==> config.mk <==
export PLATFORM = sky130hd
export DESIGN_NAME = hart_sel_agg
export DESIGN_NICKNAME = d
export VERILOG_FILES = /design/src/rtl/hsa_pkg.sv /design/src/rtl/hsa_select.sv /design/src/rtl/hsa_anyall.sv /design/src/rtl/hsa_window.sv /design/src/rtl/hart_sel_agg.sv
export SDC_FILE = /design/constraint.sdc
export NUM_CORES = 1
export LEC_CHECK = 0
export BUFFER_PORTS_ARGS = -buffer_cell sky130_fd_sc_hd__buf_2
export CAP_MARGIN = 20
export CORE_MARGIN = 4
export CORE_UTILIZATION = 40
export CTS_CLUSTER_SIZE = 14
export DETAILED_ROUTE_END_ITERATION = 7
export PLACE_DENSITY = 0.62
export SLEW_MARGIN = 15
export SYNTH_ARGS = -nofsm -noshare
export SYNTH_HDL_FRONTEND = slang
export SYNTH_HIERARCHICAL = 1
export SYNTH_SLANG_ARGS = --single-unit
export TNS_END_PERCENT = 1
==> constraint.sdc <==
create_clock -name clk -period 2.7 [get_ports clk]
set_input_delay 0.135 -clock clk [delete_from_list [all_inputs] [get_ports clk]]
set_output_delay 0.135 -clock clk [all_outputs]
set_load 0.02 [all_outputs]
==> src/rtl/hsa_pkg.sv <==
package hsa_pkg;
  localparam logic [2:0] A_CTRL = 3'd0;
  localparam logic [2:0] A_STAT = 3'd1;
  localparam logic [2:0] A_WSEL = 3'd2;
  localparam logic [2:0] A_WIN  = 3'd3;
  localparam logic [2:0] A_HSUM = 3'd4;

  localparam int B_ACT  = 0;
  localparam int B_HALT = 1;
  localparam int B_RES  = 2;
  localparam int B_HRST = 3;
  localparam int B_ACK  = 4;
  localparam int B_MODE = 5;
  localparam int B_SET  = 6;
  localparam int B_CLR  = 7;
  localparam int IDX_LSB = 8;

  localparam int N_COND = 6;
  localparam int C_NX   = 3;
endpackage

==> src/rtl/hsa_select.sv <==
module hsa_select #(
  parameter int N_HARTS = 40,
  parameter int IDX_W   = 20
) (
  input  logic [IDX_W-1:0]   idx_i,
  input  logic               mode_i,
  input  logic [N_HARTS-1:0] mask_i,
  output logic [N_HARTS-1:0] sel_o
);
  for (genvar i = 0; i < N_HARTS; i++) begin : g_sel
    assign sel_o[i] = (idx_i == IDX_W'(i)) | (mode_i & mask_i[i]);
  end
endmodule

==> src/rtl/hsa_anyall.sv <==
module hsa_anyall #(
  parameter int N_HARTS = 40,
  parameter bit PH_VAL  = 1'b0
) (
  input  logic [N_HARTS-1:0] sel_i,
  input  logic               ph_i,
  input  logic [N_HARTS-1:0] cond_i,
  output logic               any_o,
  output logic               all_o
);
  assign any_o = (|(sel_i & cond_i)) | (ph_i & PH_VAL);
  assign all_o = (&(~sel_i | cond_i)) & (~ph_i | PH_VAL);
endmodule

==> src/rtl/hsa_window.sv <==
module hsa_window #(
  parameter int N_HARTS = 40,
  parameter int DW      = 32,
  localparam int NWIN   = (N_HARTS + DW - 1) / DW,
  localparam int WS_W   = (NWIN > 1) ? $clog2(NWIN) : 1
) (
  input  logic               clk,
  input  logic               clr_i,
  input  logic               sel_we_i,
  input  logic               win_we_i,
  input  logic [DW-1:0]      wdata_i,
  output logic [N_HARTS-1:0] mask_o,
  output logic [WS_W-1:0]    wsel_o,
  output logic [DW-1:0]      win_o
);
  logic [N_HARTS-1:0] mask_q;
  logic [WS_W-1:0]    wsel_q;

  always_ff @(posedge clk) begin
    if (clr_i) begin
      mask_q <= '0;
      wsel_q <= '0;
    end else begin
      if (sel_we_i) wsel_q <= wdata_i[WS_W-1:0];
      if (win_we_i) begin
        for (int j = 0; j < N_HARTS; j++)
          if (wsel_q == WS_W'(j / DW)) mask_q[j] <= wdata_i[j % DW];
      end
    end
  end

  always_comb begin
    win_o = '0;
    for (int j = 0; j < N_HARTS; j++)
      if (wsel_q == WS_W'(j / DW)) win_o[j % DW] = mask_q[j];
  end

  assign mask_o = mask_q;
  assign wsel_o = wsel_q;
endmodule

==> src/rtl/hart_sel_agg.sv <==
module hart_sel_agg
  import hsa_pkg::*;
#(
  parameter int N_HARTS = 40,
  parameter int IDX_W   = 20,
  parameter int DW      = 32,
  localparam int NWIN   = (N_HARTS + DW - 1) / DW,
  localparam int WS_W   = (NWIN > 1) ? $clog2(NWIN) : 1
) (
  input  logic               clk,
  input  logic               rst,
  input  logic               req_i,
  input  logic               we_i,
  input  logic [2:0]         addr_i,
  input  logic [DW-1:0]      wdata_i,
  output logic [DW-1:0]      rdata_o,
  output logic               rvalid_o,
  input  logic [N_HARTS-1:0] halted_i,
  input  logic [N_HARTS-1:0] running_i,
  input  logic [N_HARTS-1:0] unavail_i,
  input  logic [N_HARTS-1:0] nonexist_i,
  input  logic [N_HARTS-1:0] havereset_i,
  input  logic [N_HARTS-1:0] resume_ack_i,
  output logic [N_HARTS-1:0] halt_req_o,
  output logic [N_HARTS-1:0] resume_req_o,
  output logic [N_HARTS-1:0] hart_reset_o,
  output logic [N_HARTS-1:0] hor_req_o
);
  logic               active_q, mode_q;
  logic [IDX_W-1:0]   idx_q;
  logic [N_HARTS-1:0] halt_q, hrst_q, hor_q, res_q, rack_q, seen_q;
  logic [N_HARTS-1:0] mask, wr_sel, cur_sel, eff_halt;
  logic [WS_W-1:0]    wsel;
  logic [DW-1:0]      win_rd, hsum;
  logic [2*N_COND-1:0] stat;
  logic [N_COND-1:0][N_HARTS-1:0] conds;
  logic               cur_ph;

  wire ctrl_wr = req_i & we_i & (addr_i == A_CTRL);
  wire apply   = ctrl_wr & active_q & wdata_i[B_ACT];
  wire go_res  = apply & wdata_i[B_RES] & ~wdata_i[B_HALT];
  wire clr_all = rst | ~active_q;

  hsa_window #(.N_HARTS(N_HARTS), .DW(DW)) u_win (
    .clk(clk), .clr_i(clr_all),
    .sel_we_i(req_i & we_i & (addr_i == A_WSEL) & active_q),
    .win_we_i(req_i & we_i & (addr_i == A_WIN) & active_q),
    .wdata_i(wdata_i), .mask_o(mask), .wsel_o(wsel), .win_o(win_rd)
  );

  hsa_select #(.N_HARTS(N_HARTS), .IDX_W(IDX_W)) u_sel_wr (
    .idx_i(wdata_i[IDX_LSB +: IDX_W]), .mode_i(wdata_i[B_MODE]),
    .mask_i(mask), .sel_o(wr_sel)
  );

  hsa_select #(.N_HARTS(N_HARTS), .IDX_W(IDX_W)) u_sel_cur (
    .idx_i(idx_q), .mode_i(mode_q), .mask_i(mask), .sel_o(cur_sel)
  );

  always_ff @(posedge clk) begin
    if (rst) active_q <= 1'b0;
    else if (ctrl_wr) active_q <= wdata_i[B_ACT];
  end

  always_ff @(posedge clk) begin
    if (clr_all) begin
      mode_q <= 1'b0;
      idx_q  <= '0;
      halt_q <= '0;
      hrst_q <= '0;
      hor_q  <= '0;
      res_q  <= '0;
      rack_q <= '0;
      seen_q <= '0;
    end else begin
      if (apply) begin
        mode_q <= wdata_i[B_MODE];
        idx_q  <= wdata_i[IDX_LSB +: IDX_W];
      end
      for (int i = 0; i < N_HARTS; i++) begin
        res_q[i] <= go_res & wr_sel[i] & halted_i[i];
        if (apply && wr_sel[i]) begin
          halt_q[i] <= wdata_i[B_HALT];
          hrst_q[i] <= wdata_i[B_HRST];
          if (wdata_i[B_CLR]) hor_q[i] <= 1'b0;
          else if (wdata_i[B_SET]) hor_q[i] <= 1'b1;
        end
        if (go_res && wr_sel[i]) rack_q[i] <= 1'b0;
        else if (resume_ack_i[i]) rack_q[i] <= 1'b1;
        if (havereset_i[i]) seen_q[i] <= 1'b1;
        else if (apply && wdata_i[B_ACK] && wr_sel[i]) seen_q[i] <= 1'b0;
      end
    end
  end

  assign eff_halt = halted_i & ~unavail_i & ~nonexist_i;
  assign cur_ph   = (idx_q >= IDX_W'(N_HARTS));
  assign conds    = {seen_q, rack_q, nonexist_i, unavail_i, running_i, eff_halt};

  for (genvar k = 0; k < N_COND; k++) begin : g_red
    hsa_anyall #(.N_HARTS(N_HARTS), .PH_VAL(k == C_NX)) u_red (
      .sel_i(cur_sel), .ph_i(cur_ph), .cond_i(conds[k]),
      .any_o(stat[2*k]), .all_o(stat[2*k+1])
    );
  end

  always_comb begin
    hsum = '0;
    for (int j = 0; j < N_HARTS; j++)
      if (idx_q[IDX_W-1:5] == (IDX_W-5)'(j / 32)) hsum[j % 32] = eff_halt[j];
  end

  always_ff @(posedge clk) begin
    if (rst) begin
      rdata_o  <= '0;
      rvalid_o <= 1'b0;
    end else begin
      rvalid_o <= req_i & ~we_i;
      if (req_i && !we_i) begin
        rdata_o <= '0;
        case (addr_i)
          A_CTRL: begin
            rdata_o[B_ACT]  <= active_q;
            rdata_o[B_MODE] <= mode_q;
            rdata_o[IDX_LSB +: IDX_W] <= idx_q;
          end
          A_STAT: rdata_o[2*N_COND-1:0] <= stat;
          A_WSEL: rdata_o[WS_W-1:0] <= wsel;
          A_WIN:  rdata_o <= win_rd;
          A_HSUM: rdata_o <= hsum;
          default: rdata_o <= '0;
        endcase
      end
    end
  end

  assign halt_req_o   = halt_q;
  assign resume_req_o = res_q;
  assign hart_reset_o = hrst_q;
  assign hor_req_o    = hor_q;
endmodule

==> results by group <==
Status
  – Outcome: finished with violations
  – Failing checks: setup timing

Routing
  – Drt first pass iters: 5
  – Post-route ant nets: 0
  – Via count: between 20,000 and 25,000
  – DR WL/cell: 31.3 µm
  – Post-Route WL: 118 mm
  – Via-per-instance ratio: roughly 6.2
  – DRC viols: 0
  – DRT iter0 DRCs: roughly 3,400

Floorplan
  – Die Ht: 224 µm
  – Boundary Pins: 472
  – Std cell rows: 78
  – Starting Density: 40.7%
  – Die area: 50,000 µm²
  – Core Region: roughly 46,000 µm²
  – Die X: 224 µm

Power and ir drop
  – Seq pwr share: 43.2%
  – Total power: 11.5 mW
  – Pleak: around 11 nW
  – Power Density: between 400 and 500 nW/µm²
  – Clock power share: 47.6%
  – Switching Share: 25.8%
  – Net Sw Power: 2.98 mW
  – Cell Int Power: ~8.6 mW
  – Combinational Power Share: 9.2%
  – Worst vdd ir: between 0.4 and 0.5 mV

CTS
  – TritonCTS Buffers: 38
  – Clk root buf: clkbuf_16
  – Clk sinks: 336
  – Worst skew pair latency: 0.59 ns
  – CTS H-tree depth: 2
  – Clk pin slew, worst setup/hold paths: 0.06 ns
  – Maximum buffer depth of the clock tree: 3
  – CTS tree: done

Yosys
  – Post-synth top flop: dfxtp_1
  – Post-synth top area cell: dfxtp_1
  – Syn_nets: 2,528
  – YS warnings: 6
  – Cells after Synth: 2,249
  – Asr flop ratio synth: 0%
  – Synth Cell Area: 18,600 µm²
  – Synth unique cells: 66
  – EDFF count, synth: 0
  – Seq/Total Area, Yosys: 36.2%
  – Number of synthesized register bits: around 340
  – Mean post-synth cell area: 8.26 µm²
  – Synth area leaders: dfxtp_1 36%, nand2_1 4.6%, a21oi_1 4.5%, o21ai_0 4.4%, nor2b_1 4.2%
  – Top-area cell type share of the netlist area: 36.2%

Final layout
  – Commonest non-fill, non-tap cells in the layout: 471 x buf_2, 325 x buf_4, 318 x dfxtp_1
  – P&R area growth vs syn: 47.8%
  – Share of cells above drive strength 1: 35.7%
  – Commonest non-fill, non-tap cell in the layout: buf_2
  – # fillers: 3,919
  – Nets: 3,414

Global routing
  – GRT Util Overall: 44.5%
  – Antenna violations before repair: 5
  – Largest net degree at the start of global routing: 99
  – Grt ovf: 0
  – Global-route wire length before repair: 164 mm
  – Vias in the first global route: 22,602

Setup path
  – Crit Path Category: reg -> reg
  – CP max FO: 8
  – Crit path arrival time: between 3 and 4 ns
  – R2r setup slk: -0.36 ns
  – Critical path required time: 3.16 ns
  – Critical Path End Type: flip-flop
  – Critical path launch point type: flip-flop

Worst hold path
  – Hold WC Path Type: in -> reg

Placed design
  – Post-DP HPWL: 91.9 mm
  – Placer congestion estimate: 1.08
  – DP Worst Slack: -0.571 ns
  – # port buffers: 471

Timing
  – Clock Skews: 0.0252 ns
  – Fin crit period: 3.06 ns
  – Final setup vio count: 12
  – Final Max Slew Viols: 0
  – FMAX: between 300 and 400 MHz
  – Slew HR: between 30% and 40%
  – Setup ws final: -0.361 ns
  – Tightest Pin Transition: 0.945 ns
  – RSZ-0062 raised after global routing: true
  – Endpoints failing hold: 0
  – Tcrit/Tclk final: 113%

Flow run
  – Max_cap viols: 0
[layout make-up]
cell class / count / area [µm²] / share of cell area [%]
clock buffer: 50 / 1060 / 3.85
timing repair buffer: 986 / 7000 / 25.5
antenna: 4 / 10.0 / 0.0364
clock inverter: 17 / 235 / 0.857
tap: 600 / 751 / 2.73
multi-input combinational: 1612 / 11100 / 40.2
sequential: 336 / 6750 / 24.6
inverter: 161 / 609 / 2.22
[kinds of logic after synthesis]
| logic type | synth area share (%) |
|---|---|
| AOI/OAI and AO/OA | 26.7 |
| buffers and inverters | 6.65 |
| DFF | 36.2 |
| muxes | 4.75 |
| and+or+nand+nor | 25.7 |
[timing repair]
| action | in CTS | in global routing |
|---|---|---|
| gates resized for setup | 70 | 33 |
| hold buffers | 150 | 0 |
| gates cloned | 1 | 0 |
| setup endpoints to repair | 12 | 26 |
| pin swaps | 23 | 21 |
| setup buffers | 19 | 0 |
| endpoints found under the hold margin | 173 | 0 |
[Yosys cell counts, types with 5 or more instances]
cell type and instances:
nor3b_1 45, o221ai_1 5, a2111oi_1 5, mux2i_1 68
nor4_4 6, or4_4 5, a31oi_1 46, a21oi_1 167
dfxtp_1 336, o21ai_0 165, a221oi_1 32, nand2b_1 73
nor2b_1 125, nor4_1 13, mux2_2 14, a2111oi_0 20
a211oi_1 45, clkbuf_1 102, inv_1 160, buf_1 6
nand4_1 47, nand2_1 229, o31ai_2 20, and2b_1 6
o22ai_1 27, a2111oi_2 10, nand3_1 27, o21ai_2 20
buf_2 20, nor4_2 6, and3_1 41, nor2_1 68
nand4bb_1 24, nor3_1 11, a221oi_2 7, nor3_2 42
a22o_1 29, o31ai_1 24, a22oi_1 93, o22ai_2 5
[registers in the layout (all words and copies together) (netlist names)]
signal / cells
idx_q: 20
u_win/wsel_o: 1
rack_q: 40
rvalid_o: 1
halt_req_o: 40
active_q: 1
mode_q: 1
resume_req_o: 40
u_win/mask_o: 40
hart_reset_o: 40
seen_q: 40
rdata_o: 32
hor_req_o: 40
[routing by layer]
metal	vias up	share of wire (%)	GRT usage (%)
li1	9982	-	-
met1	11229	38	56.1
met4	2	8.6	29.3
met5	-	0.0068	0
met3	506	11	11.8
met2	1815	42	67.2
[worst max-delay path: stages, from the launching register on]
cell	delay [ns]
dfxtp_2	0.35
nor4_4	0.05
buf_6	0.13
nand4_1	0.20
o21ai_1	0.14
buf_4	0.21
buf_4	0.16
a22oi_2	0.18
nand4_1	0.23
nor4_1	0.34
nand4_1	0.19
mux4_2	0.51
a22oi_2	0.15
o21ai_1	0.07
[metrics by stage]
stage / std cells / util [%] / area [µm²] / hold slack, ns / setup TNS (ns)
floorplan: 2249 / - / 18600 / 0.271 / -0.144
global placement: 3526 / 52.6 / 24000 / 0.373 / -9.47
CTS: 3762 / 59.8 / 27300 / 0.0308 / -2.76
global route: 3762 / 60.1 / 27500 / 0.0739 / -4.61
finish: 3766 / 60.1 / 27500 / 0.0577 / -3.19
detailed placement: 3527 / 52.7 / 24100 / 0.379 / -5.94
[final timing paths]
kind | end | from | depth (start not counted)
max | rdata_o[0] | idx_q[16] | 13
min | rdata_o[18] | nonexist_i[18] | 4
max reg2reg | rdata_o[0] | idx_q[16] | 13
min reg2reg | halt_req_o[38] | halt_req_o[38] | 2
[power by group through the flow]
stage	Combinational (mW)	Clock, mW	Sequential (mW)
after detailed placement	0.838	0	5.10
after global placement	0.838	0	5.10
after CTS	1.02	5.50	4.99
final	1.06	5.49	4.99
after global routing	1.09	5.69	4.98
after floorplan	0.248	0	5.10
Power figures use the tool's default switching activity.
